$ cat config.mk
export PLATFORM = sky130hd
export DESIGN_NAME = qxga_timing_gen
export DESIGN_NICKNAME = d
export VERILOG_FILES = /design/src/rtl/qxga_timing_pkg.sv /design/src/rtl/qxga_counter_ctrl.sv /design/src/rtl/qxga_decode_dp.sv /design/src/rtl/qxga_timing_gen.sv
export SDC_FILE = /design/constraint.sdc
export NUM_CORES = 1
export LEC_CHECK = 0
export ABC_AREA = 0
export BUFFER_PORTS_ARGS = -buffer_cell sky130_fd_sc_hd__buf_2
export CAP_MARGIN = 15
export CORE_MARGIN = 2
export CORE_UTILIZATION = 30
export DETAILED_ROUTE_END_ITERATION = 10
export MAX_ROUTING_LAYER = met4
export PLACE_DENSITY = 0.58
export SYNTH_ARGS = -nofsm -noshare
export SYNTH_HDL_FRONTEND = slang
export SYNTH_SLANG_ARGS = --single-unit
$ cat constraint.sdc
create_clock -name clk -period 3.15 [get_ports clk]
set_input_delay 0.63 -clock clk [delete_from_list [all_inputs] [get_ports clk]]
set_output_delay 0.63 -clock clk [all_outputs]
set_load 0.02 [all_outputs]
$ cat src/rtl/qxga_timing_pkg.sv
package qxga_timing_pkg;

  // Strobes passed from the counter control to the decode datapath.
  typedef struct packed {
    logic lineEnd;   // final column of the current line
    logic lastRow;   // final line of the current frame
  } strobe_t;

endpackage

$ cat src/rtl/qxga_counter_ctrl.sv
module qxga_counter_ctrl
  import qxga_timing_pkg::*;
#(
  parameter int COL_W   = 9,
  parameter int ROW_W   = 10,
  parameter int H_TOTAL = 336,
  parameter int V_TOTAL = 806
) (
  input  logic             clk,
  input  logic             rst,
  output logic [COL_W-1:0] colCount,
  output logic [ROW_W-1:0] rowCount,
  output strobe_t          strobes
);

  localparam logic [COL_W-1:0] COL_LAST = COL_W'(H_TOTAL - 1);
  localparam logic [ROW_W-1:0] ROW_LAST = ROW_W'(V_TOTAL - 1);
  localparam logic [COL_W-1:0] COL_ONE  = COL_W'(1);
  localparam logic [ROW_W-1:0] ROW_ONE  = ROW_W'(1);

  always_comb begin
    strobes.lineEnd = (colCount == COL_LAST);
    strobes.lastRow = (rowCount == ROW_LAST);
  end

  // Column counter: wraps at the end of each line.
  always_ff @(posedge clk) begin
    if (rst) begin
      colCount <= '0;
    end else if (strobes.lineEnd) begin
      colCount <= '0;
    end else begin
      colCount <= colCount + COL_ONE;
    end
  end

  // Line counter: steps on each line end and restarts after the final line.
  always_ff @(posedge clk) begin
    if (rst) begin
      rowCount <= '0;
    end else if (strobes.lineEnd) begin
      if (strobes.lastRow) begin
        rowCount <= '0;
      end else begin
        rowCount <= rowCount + ROW_ONE;
      end
    end
  end

  assert_col_wrap_R2 : assert property (@(posedge clk) disable iff (rst)
    (colCount == COL_LAST) |=> (colCount == '0));

  assert_col_step_R2 : assert property (@(posedge clk) disable iff (rst)
    (colCount != COL_LAST) |=> (colCount == $past(colCount) + COL_ONE));

  assert_row_hold_R3 : assert property (@(posedge clk) disable iff (rst)
    (colCount != COL_LAST) |=> $stable(rowCount));

  assert_row_wrap_R3 : assert property (@(posedge clk) disable iff (rst)
    (colCount == COL_LAST && rowCount == ROW_LAST) |=> (rowCount == '0));

endmodule

$ cat src/rtl/qxga_decode_dp.sv
module qxga_decode_dp
  import qxga_timing_pkg::*;
#(
  parameter int COL_W       = 9,
  parameter int ROW_W       = 10,
  parameter int COORD_W     = 8,
  parameter int ROW_SHIFT   = 2,
  parameter int COLOR_W     = 4,
  parameter int H_VIS       = 256,
  parameter int H_FP        = 6,
  parameter int H_SYNC      = 34,
  parameter int V_VIS       = 768,
  parameter int V_FP        = 3,
  parameter int V_SYNC      = 6,
  parameter int PAT_COL_BIT = 5,
  parameter int PAT_ROW_BIT = 7
) (
  input  logic               clk,
  input  logic               rst,
  input  logic [COL_W-1:0]   colCount,
  input  logic [ROW_W-1:0]   rowCount,
  input  strobe_t            strobes,
  output logic               hsyncN,
  output logic               vsyncN,
  output logic               activeVideo,
  output logic               lineEnd,
  output logic               lastRow,
  output logic [COORD_W-1:0] pixX,
  output logic [COORD_W-1:0] pixY,
  output logic [COLOR_W-1:0] red,
  output logic [COLOR_W-1:0] green,
  output logic [COLOR_W-1:0] blue
);

  localparam logic [COL_W-1:0] HS_FIRST = COL_W'(H_VIS + H_FP);
  localparam logic [COL_W-1:0] HS_AFTER = COL_W'(H_VIS + H_FP + H_SYNC);
  localparam logic [ROW_W-1:0] VS_FIRST = ROW_W'(V_VIS + V_FP);
  localparam logic [ROW_W-1:0] VS_AFTER = ROW_W'(V_VIS + V_FP + V_SYNC);
  localparam logic [COL_W-1:0] COL_VIS  = COL_W'(H_VIS);
  localparam logic [ROW_W-1:0] ROW_VIS  = ROW_W'(V_VIS);

  logic visX, visY, visBoth, hsActive, vsActive, patternOn;
  logic [COLOR_W-1:0] redNext;

  always_comb begin
    visX      = (colCount < COL_VIS);
    visY      = (rowCount < ROW_VIS);
    visBoth   = visX && visY;
    hsActive  = (colCount >= HS_FIRST) && (colCount < HS_AFTER);
    vsActive  = (rowCount >= VS_FIRST) && (rowCount < VS_AFTER);
    patternOn = ~(colCount[PAT_COL_BIT] | rowCount[PAT_ROW_BIT]);
  end

  // Colour width is a parameter: replicate the pattern bit across each lane.
  for (genvar b = 0; b < COLOR_W; b++) begin : gen_red_lane
    assign redNext[b] = patternOn && visBoth;
  end

  always_ff @(posedge clk) begin
    if (rst) begin
      hsyncN      <= 1'b1;
      vsyncN      <= 1'b1;
      activeVideo <= 1'b0;
      lineEnd     <= 1'b0;
      lastRow     <= 1'b0;
      pixX        <= '0;
      pixY        <= '0;
      red         <= '0;
      green       <= '0;
      blue        <= '0;
    end else begin
      hsyncN      <= ~hsActive;
      vsyncN      <= ~vsActive;
      activeVideo <= visBoth;
      lineEnd     <= strobes.lineEnd;
      lastRow     <= strobes.lastRow;
      pixX        <= colCount[COORD_W-1:0];
      pixY        <= rowCount[ROW_SHIFT +: COORD_W];
      red         <= redNext;
      green       <= '0;
      blue        <= '0;
    end
  end

  assert_blank_black_R9 : assert property (@(posedge clk) disable iff (rst)
    !activeVideo |-> (red == '0 && green == '0 && blue == '0));

  assert_sync_blank_R7 : assert property (@(posedge clk) disable iff (rst)
    activeVideo |-> (hsyncN && vsyncN));

  assert_hsync_start_R4 : assert property (@(posedge clk) disable iff (rst)
    $fell(hsyncN) |-> (pixX == COORD_W'(H_VIS + H_FP)));

  assert_lastrow_entry_R6 : assert property (@(posedge clk) disable iff (rst)
    $rose(lastRow) |-> $past(lineEnd));

endmodule

$ cat src/rtl/qxga_timing_gen.sv
module qxga_timing_gen
  import qxga_timing_pkg::*;
#(
  parameter int COL_W       = 9,
  parameter int ROW_W       = 10,
  parameter int COORD_W     = 8,
  parameter int ROW_SHIFT   = 2,
  parameter int COLOR_W     = 4,
  parameter int H_VIS       = 256,
  parameter int H_FP        = 6,
  parameter int H_SYNC      = 34,
  parameter int H_BP        = 40,
  parameter int V_VIS       = 768,
  parameter int V_FP        = 3,
  parameter int V_SYNC      = 6,
  parameter int V_BP        = 29,
  parameter int PAT_COL_BIT = 5,
  parameter int PAT_ROW_BIT = 7
) (
  input  logic               clk,
  input  logic               rst,
  output logic               hsyncN,
  output logic               vsyncN,
  output logic               activeVideo,
  output logic               lineEnd,
  output logic               lastRow,
  output logic [COORD_W-1:0] pixX,
  output logic [COORD_W-1:0] pixY,
  output logic [COLOR_W-1:0] red,
  output logic [COLOR_W-1:0] green,
  output logic [COLOR_W-1:0] blue
);

  localparam int H_TOTAL = H_VIS + H_FP + H_SYNC + H_BP;
  localparam int V_TOTAL = V_VIS + V_FP + V_SYNC + V_BP;

  logic [COL_W-1:0] colCount;
  logic [ROW_W-1:0] rowCount;
  strobe_t          strobes;

  qxga_counter_ctrl #(
    .COL_W  (COL_W),
    .ROW_W  (ROW_W),
    .H_TOTAL(H_TOTAL),
    .V_TOTAL(V_TOTAL)
  ) u_ctrl (
    .clk     (clk),
    .rst     (rst),
    .colCount(colCount),
    .rowCount(rowCount),
    .strobes (strobes)
  );

  qxga_decode_dp #(
    .COL_W      (COL_W),
    .ROW_W      (ROW_W),
    .COORD_W    (COORD_W),
    .ROW_SHIFT  (ROW_SHIFT),
    .COLOR_W    (COLOR_W),
    .H_VIS      (H_VIS),
    .H_FP       (H_FP),
    .H_SYNC     (H_SYNC),
    .V_VIS      (V_VIS),
    .V_FP       (V_FP),
    .V_SYNC     (V_SYNC),
    .PAT_COL_BIT(PAT_COL_BIT),
    .PAT_ROW_BIT(PAT_ROW_BIT)
  ) u_dp (
    .clk        (clk),
    .rst        (rst),
    .colCount   (colCount),
    .rowCount   (rowCount),
    .strobes    (strobes),
    .hsyncN     (hsyncN),
    .vsyncN     (vsyncN),
    .activeVideo(activeVideo),
    .lineEnd    (lineEnd),
    .lastRow    (lastRow),
    .pixX       (pixX),
    .pixY       (pixY),
    .red        (red),
    .green      (green),
    .blue       (blue)
  );

endmodule

==> results.py, run 1 <==
metrics = {
    "sta": {
        "hold_viol": 0,
        "period_needed_ns": 1.94,
        "relSlewSlack": 0.644,
        "fin_crit_sh": 0.617,
        "setup_tns_ns": 0,
        "tightest_slew_ns": 0.534,
        "setup-violations-final": 0,
        "clock_skew_ns": 0.00685,
        "fmax_mhz": 514,
        "worst_hold_slack_ns": 0.466,
        "drv_slew": 0,
        "rsz0062_at_grt": "no",
    },
    "clocking": {
        "cts.repair.resized": 0,
        "clkTransAtPathRegs_ns": 0.08,
        "root_buffer": "clkbuf_8",
        "post_cts_buffers": 0,
        "cts_max_level": 2,
        "cts_buffers": 5,
        "clk_latency_ns": 0.29,
        "cts_max_path_buffers": 2,
        "holdBufCountCts": 0,
        "cts_tree": "built",
        "clock_sinks": 41,
    },
    "setup_path": {
        "worst_setup_path_start_kind": "flop",
        "path_class": "reg -> reg",
        "crit_fanout": 9,
        "crit_arrival_ns": 2.16,
        "ff2ff_setup_slack_ns": 1.21,
        "cp.required_ns": 3.37,
        "critPathCaptureType": "flop",
    },
    "die": {
        "dieWidth_um": 78.1,
        "rows": 26,
        "die_h_um": 78.1,
        "core_area_um2": 5200,
        "dieArea_um2": 6090,
        "start_util": 0.316,
        "io_pins": 35,
    },
    "grt": {
        "antenna_found_initial": 0,
        "grt_first_pass_wirelength_um": 4610,
        "grt_max_degree": 28,
        "gr-usage-all-layers": 0.101,
        "grt_overflow_total": 0,
        "grt_pass1_vias": 946,
    },
    "finish": {
        "final_area_um2": 1850,
        "final_nets": 198,
        "syn_to_final_growth_pct": 12.7,
        "drive_gt1_frac": 0.177,
        "num_antenna_cells": 0,
        "final_cells": 262,
    },
    "yosys": {
        "synth_xor_area_frac": 0.0745,
        "synth_area_um2": 1650,
        "synth_warnings": 0,
        "synth_cell_type_count": 36,
        "yosys.area_share.simple": 0.263,
        "synth_compound_area_frac": 0.0373,
        "ys_ff_latch": 41,
        "synthAdderAreaFrac": 0.0304,
        "avgSynthCellArea_um2": 9.46,
        "synthMuxAreaShare": 0,
        "synthCells": 174,
        "yosysSeqAreaShare": 0.499,
        "synth_top_family_by_area": "simple AND/OR/NAND/NOR gates",
    },
    "placement": {
        "place_hpwl_um": 1910,
        "place_congestion": 0.831,
        "dp_cells": 255,
        "place_area_um2": 1750,
        "port_buffers": 26,
    },
    "route": {
        "via_count": 1153,
        "drtIter0Drc": 69,
        "drcViolationCount": 0,
        "via_per_inst": 4.40,
        "ant_nets": 0,
        "drt-wirelength-per-cell_um": 10.8,
        "firstDrtPassIters": 4,
        "wl_um": 2820,
    },
    "pwr": {
        "leakage_nw": 0.749,
        "pwr_density_cell_nw_per_um2": 522,
        "power.total_uw": 969,
        "peakVddDrop_mv": 0.161,
    },
    "status": {
        "status": "completed",
    },
    "run": {
        "drv_cap": 0,
    },
    "hold_path": {
        "hp-class": "reg -> reg",
    },
}
==> area by class of cell <==
class,count,area (um^2)
Fill cell,550,3350
Timing Repair Buffer,26,130
Inverter,4,15.0
Multi-Input combinational cell,114,697
Tap cell,70,87.6
Sequential cell,41,821
Clock inverter,2,35.0
Clock buffer,5,68.8
==> power breakdown <==
part / internal (mW) / switching (mW) / leakage, nW
clock: 0.230 / 0.171 / 0.0540
combinational: 0.00958 / 0.0289 / 0.363
sequential: 0.525 / 0.00482 / 0.332
total: 0.764 / 0.204 / 0.749
==> layout by cell type (no fill, tap or decap), types with 2 or more instances in the layout <==
cell type	instances
xor2_1	4
nor3_1	3
clkbuf_8	5
nand3_1	7
inv_1	4
ha_1	4
nor4_1	5
or3_1	2
nor2b_1	16
nand2_1	8
nor2_1	22
xnor2_1	10
buf_2	26
dfxtp_1	41
a21oi_1	3
nand4_1	6
conb_1	8
==> sequential cells by signal, summed over array words and instances (netlist names) <==
signal and cells:
u_ctrl.colCount 9, u_ctrl.rowCount 10, u_dp.activeVideo 1, u_dp.hsyncN 1, u_dp.lastRow 1, u_dp.lineEnd 1
u_dp.pixX 8, u_dp.pixY 8, u_dp.red 1, u_dp.vsyncN 1
==> layer usage <==
| layer | GRT usage | wire length [um] | up-vias |
|---|---|---|---|
| li1 | - | - | 590 |
| met1 | 0.130 | 1420 | 517 |
| met2 | 0.141 | 1170 | 41 |
| met3 | 0.0310 | 172 | 5 |
| met4 | 0.0579 | 54 | 0 |
| met5 | - | 0 | - |
==> path summary, 6_finish.rpt <==
check                                    end                          start  depth (start not counted)
max reg2reg  u_ctrl.rowCount[9]$_SDFFE_PP0P_  u_ctrl.colCount[0]$_SDFF_PP0_                          5
min            u_ctrl.colCount[0]$_SDFF_PP0_  u_ctrl.colCount[0]$_SDFF_PP0_                          1
max          u_ctrl.rowCount[9]$_SDFFE_PP0P_  u_ctrl.colCount[0]$_SDFF_PP0_                          5
min reg2reg    u_ctrl.colCount[0]$_SDFF_PP0_  u_ctrl.colCount[0]$_SDFF_PP0_                          1
==> cells by family (layout without fill, tap and decap cells) <==
family,Yosys count,count (layout)
flip-flops,41,41
AND/OR/NAND/NOR,79,79
XOR/XNOR,14,14
adder cells (fa/ha/maj),4,4
other,1,8
AO/OA/AOI/OAI,9,9
buffers and inverters,26,37
==> cells in the mapped netlist <==
cell type / n / area (um^2)
nor4b_1: 1 / 8.76
or2b_1: 1 / 7.51
ha_1: 4 / 50.1
nand4_1: 6 / 37.5
or3_1: 2 / 12.5
a211oi_1: 1 / 7.51
nand4bb_1: 1 / 11.3
and4b_1: 1 / 10.0
conb_1: 1 / 3.75
o21ai_0: 1 / 5.00
o22ai_1: 1 / 6.26
inv_1: 4 / 15.0
clkbuf_1: 6 / 22.5
o21bai_1: 1 / 7.51
buf_2: 2 / 10.0
nand3_1: 7 / 35.0
nor3b_1: 1 / 7.51
clkbuf_2: 1 / 5.00
buf_6: 1 / 11.3
and2_1: 1 / 6.26
xor2_1: 4 / 35.0
nand4b_2: 1 / 15.0
or4b_1: 1 / 10.0
o41ai_1: 1 / 8.76
or2_1: 1 / 6.26
buf_4: 12 / 90.1
nor2b_1: 16 / 100
nand2_1: 8 / 30.0
a2111o_1: 1 / 11.3
dfxtp_1: 41 / 821
nor4_1: 5 / 31.3
xnor2_1: 10 / 87.6
and3_1: 1 / 6.26
nor3_1: 3 / 15.0
a21oi_1: 3 / 15.0
nor2_1: 22 / 82.6
==> worst max-delay path, stage by stage (launching register included) <==
cell      delay, ns
dfxtp_1        0.38
ha_1           0.24
nand4b_2       0.22
or2_1          0.35
or4b_1         0.53
a21oi_1        0.15
==> through the flow <==
| stage | utilization | worst slack [ns] |
|---|---|---|
| CTS | 0.356 | 1.20 |
| global route | 0.356 | 1.09 |
| finish | 0.356 | 1.21 |
| global placement | 0.336 | 1.30 |
| detailed placement | 0.336 | 1.25 |
| floorplan | - | 1.34 |
Note: power is estimated with default switching activity, not from simulation.
==> inputs of run 2 (changes only) <==
==> constraint.sdc (replaced) <==
create_clock -name clk -period 1.97 [get_ports clk]
set_input_delay 0.394 -clock clk [delete_from_list [all_inputs] [get_ports clk]]
set_output_delay 0.394 -clock clk [all_outputs]
set_load 0.02 [all_outputs]
==> results.py, run 2 (same netlist as run 1, synthesis figures left out) <==
metrics = {
    "status": {
        "status": "completed",
    },
    "sta": {
        "hold_viol": 0,
        "fin_crit_sh": 0.871,
        "setup_tns_ns": 0,
        "fmax_mhz": 583,
        "clock_skew_ns": 0.00424,
        "rsz0062_at_grt": "no",
        "drv_slew": 0,
        "period_needed_ns": 1.72,
        "worst_hold_slack_ns": 0.477,
        "setup-violations-final": 0,
    },
    "grt": {
        "antenna_found_initial": 0,
        "grt_max_degree": 28,
        "grt_pass1_vias": 983,
        "grt_first_pass_wirelength_um": 4820,
        "grt_overflow_total": 0,
        "gr-usage-all-layers": 0.105,
    },
    "pwr": {
        "netSwitchingFraction": 0.212,
        "internal-power_mw": 1.27,
        "pwr_density_cell_nw_per_um2": 839,
        "peakVddDrop_mv": 0.290,
        "seqPwrFrac": 0.527,
        "combPwrFrac": 0.039,
        "p_clk_frac": 0.434,
        "leakage_nw": 0.780,
        "p_switching_uw": 341,
    },
    "setup_path": {
        "path_class": "reg -> reg",
        "reg2reg_to": "u_ctrl.rowCount[9]$_SDFFE_PP0P_",
        "reg2reg_from": "u_ctrl.colCount[1]$_SDFF_PP0_",
        "worst_setup_path_start_kind": "flop",
        "crit_arrival_ns": 1.94,
        "cp.required_ns": 2.20,
        "crit_fanout": 4,
        "ff2ff_setup_slack_ns": 0.25,
        "reg2reg_depth": 5,
        "critPathCaptureType": "flop",
    },
    "finish": {
        "largest_register": "u_ctrl.rowCount",
        "layout_common_cells": "41 x dfxtp_1, 26 x buf_2, 22 x nor2_1",
        "reg_top3": "u_ctrl.rowCount x10, u_ctrl.colCount x9",
        "final_nets": 204,
        "drive_gt1_frac": 0.206,
        "syn_to_final_growth_pct": 16.4,
        "num_antenna_cells": 0,
        "mostFrequentLayoutCell": "dfxtp_1",
        "largest_reg_flops": 10,
    },
    "route": {
        "drt-wirelength-per-cell_um": 10.9,
        "ant_nets": 0,
        "drtIter0Drc": 48,
        "via_per_inst": 4.33,
        "wl_um": 2920,
        "firstDrtPassIters": 4,
        "drcViolationCount": 0,
        "via_count": 1166,
    },
    "placement": {
        "place_hpwl_um": 1950,
        "place_congestion": 0.789,
        "port_buffers": 26,
    },
    "die": {
        "start_util": 0.316,
        "io_pins": 35,
        "dieArea_um2": 6090,
        "dieWidth_um": 78.1,
        "rows": 26,
        "core_area_um2": 5200,
        "die_h_um": 78.1,
    },
    "clocking": {
        "post_cts_buffers": 0,
        "root_buffer": "clkbuf_8",
        "clkTransAtPathRegs_ns": 0.08,
        "cts.repair.resized": 0,
        "cts_max_path_buffers": 2,
        "cts_buffers": 5,
        "holdBufCountCts": 0,
        "cts_tree": "built",
        "clk_latency_ns": 0.29,
        "clock_sinks": 41,
        "cts_max_level": 2,
    },
    "run": {
        "drv_cap": 0,
    },
    "hold_path": {
        "holdCritStartpoint": "u_ctrl.colCount[0]$_SDFF_PP0_",
        "hp-class": "reg -> reg",
        "hold_path_depth": 1,
        "whs_endpoint": "u_ctrl.colCount[0]$_SDFF_PP0_",
    },
}
-- run 2: layout make-up --
cell class | instances | area, um^2
clock buffer | 6 | 82.6
clock inverter | 2 | 37.5
fill | 551 | 3290
inverter | 4 | 15.0
multi-input combinational | 114 | 697
sequential | 41 | 821
tap | 70 | 87.6
timing repair buffer | 32 | 175
-- run 2: worst max-delay path by stage --
stage / startpoint / end / depth (start not counted)
CTS: u_ctrl.colCount[1]$_SDFF_PP0_ / u_ctrl.colCount[4]$_SDFF_PP0_ / 6
global route: u_ctrl.colCount[1]$_SDFF_PP0_ / u_ctrl.rowCount[9]$_SDFFE_PP0P_ / 5
global placement: u_ctrl.colCount[1]$_SDFF_PP0_ / u_ctrl.rowCount[9]$_SDFFE_PP0P_ / 5
floorplan: u_ctrl.colCount[0]$_SDFF_PP0_ / u_ctrl.rowCount[9]$_SDFFE_PP0P_ / 6
finish: u_ctrl.colCount[1]$_SDFF_PP0_ / u_ctrl.rowCount[9]$_SDFFE_PP0P_ / 5
detailed placement: u_ctrl.colCount[1]$_SDFF_PP0_ / u_ctrl.colCount[4]$_SDFF_PP0_ / 6
-- run 2: stage by stage --
stage | area, um^2 | utilization | worst slack [ns] | total power [mW] | instances
global route | 1920 | 0.368 | 0.117 | 1.68 | 269
detailed placement | 1800 | 0.345 | 0.284 | 0.930 | 261
global placement | 1800 | 0.345 | 0.329 | 0.930 | 261
CTS | 1920 | 0.368 | 0.257 | 1.63 | 269
floorplan | 1670 | - | 0.162 | 0.930 | 181
finish | 1920 | 0.368 | 0.255 | 1.61 | 269
-- run 2: per-layer routing --
metal	track usage	share of wire	wire length, um
met5	-	0	0
met4	0.0579	0.025	73
met3	0.0322	0.061	179
met2	0.147	0.40	1180
met1	0.134	0.51	1490
-- run 2: power groups by stage --
| stage | logic, mW | clock network, mW | registers (mW) |
|---|---|---|---|
| 2_1_floorplan | 0.0581 | 0 | 0.871 |
| 3_3_place_gp | 0.0640 | 0 | 0.866 |
| 3_5_place_dp | 0.0639 | 0 | 0.866 |
| 4_1_cts | 0.0640 | 0.721 | 0.847 |
| 5_1_grt | 0.0690 | 0.758 | 0.849 |
| 6_report | 0.0632 | 0.698 | 0.847 |
-- run 2: worst max-delay path, stage by stage, from the launching register on --
cell	delay, ns
dfxtp_1	0.39
ha_1	0.23
nand4b_2	0.12
or2_1	0.25
or4b_1	0.50
a21oi_1	0.15
==> inputs of run 3 (changes only) <==
--- a/config.mk
+++ b/config.mk
@@ -8,11 +8,14 @@
 export ABC_AREA = 0
 export BUFFER_PORTS_ARGS = -buffer_cell sky130_fd_sc_hd__buf_2
 export CAP_MARGIN = 15
+export CELL_PAD_IN_SITES_DETAIL_PLACEMENT = 1
+export CELL_PAD_IN_SITES_GLOBAL_PLACEMENT = 2
 export CORE_MARGIN = 2
 export CORE_UTILIZATION = 30
 export DETAILED_ROUTE_END_ITERATION = 10
 export MAX_ROUTING_LAYER = met4
-export PLACE_DENSITY = 0.58
+export PLACE_DENSITY = 0.82
+export SLEW_MARGIN = 0
 export SYNTH_ARGS = -nofsm -noshare
 export SYNTH_HDL_FRONTEND = slang
 export SYNTH_SLANG_ARGS = --single-unit
==> results.py, run 3 (same netlist as run 1, synthesis figures left out) <==
metrics = {
    "setup_path": {
        "path_cells": "ha_1, nand4b_2, or2_1, or4b_1, a21oi_1",
        "reg2reg_to": "u_ctrl.rowCount[9]$_SDFFE_PP0P_",
        "critPathTopFamily": "simple AND/OR/NAND/NOR gates",
        "worst_setup_path_start_kind": "flop",
        "critPathCaptureType": "flop",
        "cp_slowest_cell": "or4b_1",
        "crit_arrival_ns": 2.02,
        "crit_buf_inv": 0,
        "crit_fanout": 7,
        "cp.required_ns": 2.20,
        "path_class": "reg -> reg",
        "reg2reg_depth": 5,
        "reg2reg_from": "u_ctrl.colCount[1]$_SDFF_PP0_",
        "cpPeakStageDelay_ns": 0.53,
        "ff2ff_setup_slack_ns": 0.18,
    },
    "sta": {
        "period_needed_ns": 1.79,
        "fin_crit_sh": 0.909,
        "fmax_mhz": 558,
        "drv_slew": 0,
        "rsz0062_at_grt": "no",
        "clock_skew_ns": 0.00898,
        "hold_viol": 0,
        "setup_tns_ns": 0,
        "setup-violations-final": 0,
    },
    "placement": {
        "place_congestion": 0.768,
        "place_hpwl_um": 2220,
        "port_buffers": 26,
        "place_area_um2": 1790,
    },
    "pwr": {
        "p_clk_frac": 0.463,
        "netSwitchingFraction": 0.199,
        "leakage_nw": 0.787,
        "power.total_mw": 1.70,
        "internal-power_mw": 1.36,
        "peakVddDrop_mv": 0.345,
        "combPwrFrac": 0.038,
        "p_switching_uw": 338,
        "pwr_density_cell_nw_per_um2": 883,
        "seqPwrFrac": 0.499,
    },
    "clocking": {
        "root_buffer": "clkbuf_8",
        "holdBufCountCts": 0,
        "clk_latency_ns": 0.29,
        "cts_max_level": 2,
        "post_cts_buffers": 0,
        "clkTransAtPathRegs_ns": 0.08,
        "cts_buffers": 5,
        "cts.repair.resized": 0,
        "cts_max_path_buffers": 2,
        "clock_sinks": 41,
        "cts_tree": "built",
    },
    "die": {
        "dieArea_um2": 6090,
        "rows": 26,
        "start_util": 0.316,
        "die_h_um": 78.1,
        "dieWidth_um": 78.1,
        "io_pins": 35,
        "core_area_um2": 5200,
    },
    "finish": {
        "largest_register": "u_ctrl.rowCount",
        "num_antenna_cells": 0,
        "final_area_um2": 1920,
        "syn_to_final_growth_pct": 16.8,
        "reg_top3": "u_ctrl.rowCount x10, u_ctrl.colCount x9",
        "layout_common_cells": "41 x dfxtp_1, 26 x buf_2, 22 x nor2_1",
        "final_nets": 203,
        "drive_gt1_frac": 0.202,
        "mostFrequentLayoutCell": "dfxtp_1",
        "largest_reg_flops": 10,
    },
    "route": {
        "via_per_inst": 4.44,
        "drtIter0Drc": 39,
        "ant_nets": 0,
        "via_count": 1191,
        "drt-wirelength-per-cell_um": 11.9,
        "wl_um": 3200,
        "drcViolationCount": 0,
        "firstDrtPassIters": 4,
    },
    "hold_path": {
        "hp-class": "reg -> reg",
        "whs_endpoint": "u_ctrl.colCount[0]$_SDFF_PP0_",
        "holdCritStartpoint": "u_ctrl.colCount[0]$_SDFF_PP0_",
        "hold_path_depth": 1,
    },
    "grt": {
        "grt_overflow_total": 0,
        "grt_pass1_vias": 1101,
        "antenna_found_initial": 0,
        "met1_usage": 0.144,
        "grt_first_pass_wirelength_um": 5220,
        "grt_max_degree": 28,
        "gr-usage-met2": 0.160,
        "grt_use_met3": 0.0414,
        "busiest_layer": "met2",
        "gr-usage-all-layers": 0.115,
    },
    "run": {
        "drv_cap": 0,
    },
    "status": {
        "status": "completed",
    },
}
-- run 3: cell types whose count changed in the layout (fill, tap and decap cells not counted) --
cell,change
buf_4,-1
bufinv_16,+1
clkbuf_8,-1
clkinv_2,+1
clkinvlp_4,-1
-- run 3: per-stage QoR --
stage                     instances  hold WS, ns  utilization  worst slack, ns
after global placement          260        0.444        0.344            0.267
final                           268        0.466        0.369            0.179
after floorplan                 181        0.426            -            0.162
after detailed placement        260        0.451        0.344            0.184
after global routing            268        0.482        0.369           0.0544
after CTS                       268        0.471        0.369            0.161
-- run 3: layout make-up --
type                    count  area (um^2)
repair buffers             31          168
clock buffers               5         68.8
well taps                  70         87.6
multi-input cells         114          697
clock inverters             3         65.1
flip-flops and latches     41          821
fillers                   621         3280
inverters                   4         15.0
-- run 3: how the worst max path moves through the flow --
stage                                              from                               to  cells past startpoint
after floorplan           u_ctrl.colCount[0]$_SDFF_PP0_  u_ctrl.rowCount[9]$_SDFFE_PP0P_                      6
after global placement    u_ctrl.colCount[0]$_SDFF_PP0_  u_ctrl.rowCount[9]$_SDFFE_PP0P_                      5
after detailed placement  u_ctrl.colCount[1]$_SDFF_PP0_  u_ctrl.rowCount[9]$_SDFFE_PP0P_                      5
after CTS                 u_ctrl.colCount[1]$_SDFF_PP0_  u_ctrl.rowCount[9]$_SDFFE_PP0P_                      5
after global routing      u_ctrl.colCount[1]$_SDFF_PP0_  u_ctrl.rowCount[9]$_SDFFE_PP0P_                      5
final                     u_ctrl.colCount[1]$_SDFF_PP0_  u_ctrl.rowCount[9]$_SDFFE_PP0P_                      5
-- run 3: metal layers --
| layer | routed length [um] | share of wire | vias to the layer above |
|---|---|---|---|
| met3 | 167 | 0.052 | 5 |
| met4 | 71 | 0.022 | 0 |
| met5 | 0 | 0 | - |
| met2 | 1310 | 0.41 | 37 |
| li1 | - | - | 600 |
| met1 | 1640 | 0.51 | 549 |
-- run 3: worst register-to-register path, cell delays in order (launching register included) --
cell,delay (ns)
dfxtp_1,0.37
ha_1,0.24
nand4b_2,0.13
or2_1,0.31
or4b_1,0.53
a21oi_1,0.15
-- run 3: power by group through the flow --
stage,clock network [mW],logic [mW],registers (mW)
after floorplan,0,0.0581,0.871
after global routing,0.853,0.0697,0.849
after global placement,0,0.0649,0.865
after CTS,0.810,0.0652,0.847
final,0.786,0.0639,0.847
after detailed placement,0,0.0651,0.866
